<file path="src/rtl/twi_slv_pkg.sv">
package twi_slv_pkg;
   typedef enum logic [3:0] {
      ST_IDLE,
      ST_ADDR,
      ST_AACK,
      ST_RX,
      ST_RACK,
      ST_RHOLD,
      ST_TLOAD,
      ST_TX,
      ST_TACK
   } slv_state_e;

   localparam int RSV_BITS = 4;
endpackage

</file>
<file path="src/rtl/twi_scl_edge.sv">
module twi_scl_edge (
   input  logic clk,
   input  logic rst_n,
   input  logic scl_in,
   output logic rise,
   output logic fall
);
   logic scl_q;

   always_ff @(posedge clk or negedge rst_n) begin
      if (!rst_n) scl_q <= 1'b1;
      else        scl_q <= scl_in;
   end

   assign rise = scl_in & ~scl_q;
   assign fall = ~scl_in & scl_q;
endmodule

</file>
<file path="src/rtl/twi_shreg.sv">
module twi_shreg #(
   parameter int W  = 8,
   parameter int CW = $clog2(W + 1)
) (
   input  logic          clk,
   input  logic          rst_n,
   input  logic          clr,
   input  logic          samp,
   input  logic          bit_in,
   input  logic          cnt_only,
   input  logic          shl,
   input  logic          ld,
   input  logic [W-1:0]  ld_val,
   output logic [W-1:0]  sr,
   output logic [CW-1:0] cnt,
   output logic          full
);
   always_ff @(posedge clk or negedge rst_n) begin
      if (!rst_n) begin
         sr  <= '0;
         cnt <= '0;
      end else if (ld) begin
         sr  <= ld_val;
         cnt <= '0;
      end else if (clr) begin
         cnt <= '0;
      end else if (samp) begin
         sr  <= {sr[W-2:0], bit_in};
         cnt <= cnt + 1'b1;
      end else if (shl) begin
         sr  <= {sr[W-2:0], 1'b1};
      end else if (cnt_only) begin
         cnt <= cnt + 1'b1;
      end
   end

   assign full = (cnt == CW'(W));


   cnt_range_chk: assert property (@(posedge clk) disable iff (!rst_n)
      cnt <= CW'(W));
endmodule

</file>
<file path="src/rtl/twi_addr_cmp.sv">
module twi_addr_cmp #(
   parameter int AW            = 7,
   parameter bit GCALL_SUPPORT = 1'b1
) (
   input  logic [AW-1:0] addr,
   input  logic          rw,
   input  logic [AW-1:0] own,
   input  logic          gc_en,
   output logic          own_hit,
   output logic          gc_hit
);
   import twi_slv_pkg::*;

   logic own_ok;
   assign own_ok  = (own != '0) && !(&own[AW-1 -: RSV_BITS]);
   assign own_hit = own_ok && (addr == own);

   generate
      if (GCALL_SUPPORT) begin : g_gc
         assign gc_hit = gc_en && (addr == '0) && !rw;
      end else begin : g_nogc
         logic unused_gc;
         assign unused_gc = gc_en ^ rw;
         assign gc_hit = 1'b0;
      end
   endgenerate
endmodule

</file>
<file path="src/rtl/twi_slave_rx.sv">
module twi_slave_rx #(
   parameter int ADDR_W        = 7,
   parameter int DATA_W        = 8,
   parameter bit GCALL_SUPPORT = 1'b1
) (
   input  logic              clk,
   input  logic              rst_n,
   input  logic [ADDR_W-1:0] own_addr,
   input  logic              gc_en,
   input  logic              scl_in,
   input  logic              sda_in,
   input  logic              start_det,
   input  logic              stop_det,
   output logic              scl_oe,
   output logic              sda_oe,
   output logic [DATA_W-1:0] rx_data,
   output logic              rx_valid,
   input  logic              rx_ready,
   input  logic              rx_ack,
   output logic              rx_gc,
   input  logic [DATA_W-1:0] tx_data,
   input  logic              tx_valid,
   output logic              tx_ready
);
   import twi_slv_pkg::*;

   localparam int CW = $clog2(DATA_W + 1);

   generate
      if (ADDR_W < RSV_BITS + 1) begin : g_bad_aw
         $error("ADDR_W must exceed the reserved prefix width");
      end
      if (DATA_W != ADDR_W + 1) begin : g_bad_dw
         $error("DATA_W must equal ADDR_W + 1");
      end
   endgenerate

   slv_state_e        st;
   logic              rise, fall;
   logic [DATA_W-1:0] sr;
   logic [CW-1:0]     cnt;
   logic              full;
   logic              own_hit, gc_hit;
   logic              sda_q, rw_q, gc_q, nack_q, mack_q, rxv_q;
   logic [DATA_W-1:0] rxd_q;
   logic              clr, samp, cnt_only, shl, ld;
   logic              bus_evt;

   twi_scl_edge u_edge (
      .clk    (clk),
      .rst_n  (rst_n),
      .scl_in (scl_in),
      .rise   (rise),
      .fall   (fall)
   );

   assign bus_evt  = start_det | stop_det;
   assign ld       = !bus_evt && (st == ST_TLOAD) && tx_valid;
   assign clr      = start_det
                   | ((st == ST_AACK) && fall)
                   | ((st == ST_RHOLD) && rx_ready);
   assign samp     = rise && !full && ((st == ST_ADDR) || (st == ST_RX));
   assign cnt_only = rise && !full && (st == ST_TX);
   assign shl      = fall && !full && (st == ST_TX) && (cnt != '0);

   twi_shreg #(.W(DATA_W), .CW(CW)) u_sr (
      .clk      (clk),
      .rst_n    (rst_n),
      .clr      (clr),
      .samp     (samp),
      .bit_in   (sda_in),
      .cnt_only (cnt_only),
      .shl      (shl),
      .ld       (ld),
      .ld_val   (tx_data),
      .sr       (sr),
      .cnt      (cnt),
      .full     (full)
   );

   twi_addr_cmp #(.AW(ADDR_W), .GCALL_SUPPORT(GCALL_SUPPORT)) u_cmp (
      .addr    (sr[DATA_W-1:1]),
      .rw      (sr[0]),
      .own     (own_addr),
      .gc_en   (gc_en),
      .own_hit (own_hit),
      .gc_hit  (gc_hit)
   );

   always_ff @(posedge clk or negedge rst_n) begin
      if (!rst_n) begin
         st     <= ST_IDLE;
         sda_q  <= 1'b0;
         rw_q   <= 1'b0;
         gc_q   <= 1'b0;
         nack_q <= 1'b0;
         mack_q <= 1'b0;
         rxv_q  <= 1'b0;
         rxd_q  <= '0;
      end else if (start_det) begin
         st    <= ST_ADDR;
         sda_q <= 1'b0;
         rxv_q <= 1'b0;
      end else if (stop_det) begin
         st    <= ST_IDLE;
         sda_q <= 1'b0;
         rxv_q <= 1'b0;
      end else begin
         case (st)
            ST_ADDR: if (fall && full) begin
               if (own_hit || gc_hit) begin
                  st    <= ST_AACK;
                  sda_q <= 1'b1;
                  rw_q  <= sr[0];
                  gc_q  <= gc_hit;
               end else begin
                  st <= ST_IDLE;
               end
            end
            ST_AACK: if (fall) begin
               sda_q <= 1'b0;
               st    <= rw_q ? ST_TLOAD : ST_RX;
            end
            ST_RX: if (fall && full) begin
               sda_q  <= rx_ack;
               nack_q <= !rx_ack;
               rxd_q  <= sr;
               st     <= ST_RACK;
            end
            ST_RACK: if (fall) begin
               sda_q <= 1'b0;
               rxv_q <= 1'b1;
               st    <= ST_RHOLD;
            end
            ST_RHOLD: if (rx_ready) begin
               rxv_q <= 1'b0;
               st    <= nack_q ? ST_IDLE : ST_RX;
            end
            ST_TLOAD: if (tx_valid) begin
               sda_q <= !tx_data[DATA_W-1];
               st    <= ST_TX;
            end
            ST_TX: begin
               if (fall && full) begin
                  sda_q <= 1'b0;
                  st    <= ST_TACK;
               end else if (fall && (cnt != '0)) begin
                  sda_q <= !sr[DATA_W-2];
               end
            end
            ST_TACK: begin
               if (rise) mack_q <= !sda_in;
               if (fall) st <= mack_q ? ST_TLOAD : ST_IDLE;
            end
            default: st <= ST_IDLE;
         endcase
      end
   end

   assign sda_oe   = sda_q;
   assign scl_oe   = (st == ST_RHOLD) || (st == ST_TLOAD);
   assign tx_ready = (st == ST_TLOAD);
   assign rx_valid = rxv_q;
   assign rx_data  = rxd_q;
   assign rx_gc    = gc_q;


   stretch_fall_chk: assert property (@(posedge clk) disable iff (!rst_n)
      $rose(scl_oe) |-> $past(fall));


   stretch_host_chk: assert property (@(posedge clk) disable iff (!rst_n)
      scl_oe |-> (rx_valid || tx_ready));


   sda_edge_chk: assert property (@(posedge clk) disable iff (!rst_n)
      !$stable(sda_oe) |-> $past(fall || scl_oe || start_det || stop_det));


   rsv_ack_chk: assert property (@(posedge clk) disable iff (!rst_n)
      ((st == ST_AACK) && sda_oe) |-> !(&sr[DATA_W-1 -: RSV_BITS]));


   gc_read_chk: assert property (@(posedge clk) disable iff (!rst_n)
      ((st == ST_AACK) && sda_oe) |-> !((sr[DATA_W-1:1] == '0) && sr[0]));


   rx_hold_chk: assert property (@(posedge clk) disable iff (!rst_n)
      (rx_valid && !rx_ready && !start_det && !stop_det)
         |=> (rx_valid && $stable(rx_data)));


   port_excl_chk: assert property (@(posedge clk) disable iff (!rst_n)
      $onehot0({rx_valid, tx_ready}));
endmodule

</file>
<file path="config.mk">
export PLATFORM = sky130hd
export DESIGN_NAME = twi_slave_rx
export DESIGN_NICKNAME = d
export VERILOG_FILES = /design/src/rtl/twi_slv_pkg.sv /design/src/rtl/twi_scl_edge.sv /design/src/rtl/twi_shreg.sv /design/src/rtl/twi_addr_cmp.sv /design/src/rtl/twi_slave_rx.sv
export SDC_FILE = /design/constraint.sdc
export NUM_CORES = 1
export LEC_CHECK = 0
export CAP_MARGIN = 5
export CORE_ASPECT_RATIO = 0.75
export CORE_MARGIN = 5
export CORE_UTILIZATION = 30
export CTS_CLUSTER_DIAMETER = 30
export DETAILED_ROUTE_END_ITERATION = 10
export GPL_TIMING_DRIVEN = 0
export MAX_ROUTING_LAYER = met4
export SETUP_SLACK_MARGIN = 0.1
export SYNTH_ARGS = -nofsm -noshare
export SYNTH_HDL_FRONTEND = slang
export SYNTH_SLANG_ARGS = --single-unit
</file>
<file path="constraint.sdc">
create_clock -name clk -period 5 [get_ports clk]
set_clock_uncertainty 0.2 [all_clocks]
set_input_delay 1 -clock clk [delete_from_list [all_inputs] [get_ports clk]]
set_output_delay 1 -clock clk [all_outputs]
set_load 0.005 [all_outputs]
</file>
==> flow_summary.ini <==
[outcome]
outcome = finished, final reports clean

[timing]
whs_ns = 0.303
clock.fmax_mhz = 301
finalCriticalPeriod_ns = 3.32
rsz0062_at_grt = false
finalSetupTns_ns = 0
fin_crit_sh_pct = 66.5
drv_slew = 0
slew_headroom_pct = 51.8
setup_viol = 0
tightest_slew_ns = 0.723
hold_violations = 0

[detailed_routing]
drtPass1Iterations = 4
drc_errors = 0
drtAntennaViolNets = 0
wl_mm = 5.28
vias = 1712
drtIter0Drc = 136
post_drt_wl_per_cell_microns = 15.9
vias_per_cell = 5.17

[grt]
grt_remaining_overflow = 0
grt_pass1_wl_mm = 9.00
antenna_found_initial = 0
grt_max_degree = 32
grt_pass1_vias = 1753
grt_use_total_pct = 14.8

[synth]
synth_edf_count = 0
synthArstFlopShare_pct = 100
synthCells = 205
synth.avg_cell_area_sq_um = 9.55
synth.area.mux_share_pct = 10.4
synth-compound-area-share_pct = 16.7
seq_area_frac_synth_pct = 39.7
syn-num-nets = 232
synthXorXnorAreaFrac_pct = 4.03
synth_cell_types = 59
yosysMostFrequentCell = dfrtp_1
synth_adder_area_share_pct = 1.28
synth.area.top_cells = dfrtp_1 38%, mux2i_1 4.6%, mux2_2 4.6%
synth_top_cell_by_area = dfrtp_1
ys.flop_type = dfrtp_1
synthSimpleGateAreaFrac_pct = 24.7
synth_area_sq_um = 1960
synth-seq-cells = 31
synth_common_cells = 30 x dfrtp_1, 20 x nand2_1, 17 x o21ai_0, 14 x nor2_1, 11 x a21oi_1
yosysWarnings = 0
synth_top_family_by_area = simple AND/OR/NAND/NOR gates
synth_top_cell_area_share_pct = 38.3

[worst_setup_path]
arrival_ns = 2.12
cp_max_fo = 10
setup.worst_path.class = reg -> out
end_kind = output port
crit_slowest_cell = clkdlybuf4s50_1
r2r.worst_path.cells = 8
crit_path_start_kind = flop
cp.required_ns = 3.80
max_stage_delay_ns = 0.51
cp_cell_sequence = clkbuf_1, buf_2, xnor2_1, nor2_1, clkdlybuf4s50_1

[power_and_ir_drop]
power_leakage_uw = 0.00106
fin_total_pwr_uw = 738
power_density_nw_per_um2 = 289
max-vdd-ir-drop_uv = 125

[placement]
dp_hpwl_mm = 3.83
gp_congestion = 0.845
io_buffers = 37

[clock_tree]
clock_path_buffers = 2
clock_sinks = 31
postCtsHoldBufs = 0
cts_tree = done
htree_levels = 2
clkTransAtPathRegs_ns = 0.07
cts_buffers = 5
cts_root_buf = clkbuf_8
postCtsSetupRepairBufs = 0
cts_resized = 0
clk_latency_ns = 0.29

[final_layout]
drive_gt1_share_pct = 13.6
final_nets = 276
syn_to_final_growth_pct = 30.6
diodes = 0

[floorplanning]
row_count = 25
dieArea_sq_um = 8260
coreArea_sq_um = 6320
die_w_microns = 103
dieHeight_microns = 80.0
initial_core_util_pct = 31.0
pin_count = 38

[flow_run]
drv_cap = 0

[hold_path]
hold_depth = 1
hold_path.class = reg -> reg
[cell type report]
cell class / instances / area [sq um]
tap: 81 / 101
buffer: 8 / 45.0
fill: 659 / 3760
clock buffer: 6 / 72.6
timing repair buffer: 37 / 365
sequential: 31 / 777
clock inverter: 2 / 60.1
multi-input combinational: 161 / 1120
inverter: 5 / 18.8
[report_power, final]
part	switching, uW	internal [uW]	total, uW
registers	38.3	273	312
clock network	101	199	300
logic	59.8	66.1	126
total	199	539	738
[state kept, by name, indices dropped and copies added (netlist names)]
register and cells:
u_sr.sr 8, st 4, rx_data 8, rx_gc 1
sda_oe 1, u_sr.cnt 4, rw_q 1, mack_q 1
u_edge.scl_q 1, rx_valid 1, nack_q 1
[logic make-up after synthesis]
logic type,Yosys count
buf+inv,13
flops,31
compound gates,47
xor+xnor,9
mux,19
fa+ha+maj,2
simple gates,84
[per-layer routing]
| layer | wire length [microns] | vias up | share of wire [%] | global-route usage (%) |
|---|---|---|---|---|
| met5 | 0 | - | 0 | - |
| met2 | 2230 | 47 | 42 | 19.6 |
| li1 | - | 840 | - | - |
| met4 | 112 | 0 | 2.1 | 5.30 |
| met3 | 317 | 12 | 6.0 | 4.98 |
| met1 | 2620 | 813 | 50 | 20.6 |
[path summary, 6_finish.rpt]
| check | startpoint | end | slack, ns |
|---|---|---|---|
| max | st[1] | scl_oe | 1.68 |
| max in group asynchronous | rst_n | u_sr.sr[1] | 3.58 |
| min in group asynchronous | rst_n | sda_oe | 0.56 |
| min reg2reg | rw_q | rw_q | 0.30 |
| max reg2reg | u_sr.cnt[0] | sda_oe | 2.60 |
| min | rw_q | rw_q | 0.30 |
[metrics by stage]
stage,instance area [sq um],setup WS (ns),utilization (%),instances
finish,2560,1.68,40.5,331
global route,2560,1.59,40.5,331
CTS,2560,1.70,40.5,331
detailed placement,2420,1.68,38.4,323
global placement,2430,1.70,38.5,323
floorplan,1960,2.31,-,205
[worst max-delay path, delay by kind of cell (launching register included)]
family / cells / cell delay, ns
xor gates and xnor gates: 1 / 0.10
buffers and inverters: 3 / 1.19
DFF: 1 / 0.43
and+or+nand+nor: 1 / 0.10
[cell usage in the layout (no fill, tap or decap), types with 3 or more instances in the layout]
cell type	count
a21oi_1	11
nand2b_1	3
o21ai_0	17
xnor2_1	4
nor2b_1	7
nor2_1	14
mux2_2	8
nor4_1	3
clkbuf_1	4
nand3_1	4
mux2i_1	9
clkdlybuf4s50_1	36
nand2_1	20
dfrtp_1	30
xor2_1	5
nor3_1	7
buf_2	4
inv_1	5
clkbuf_8	5
Power figures use the tool's default switching activity.
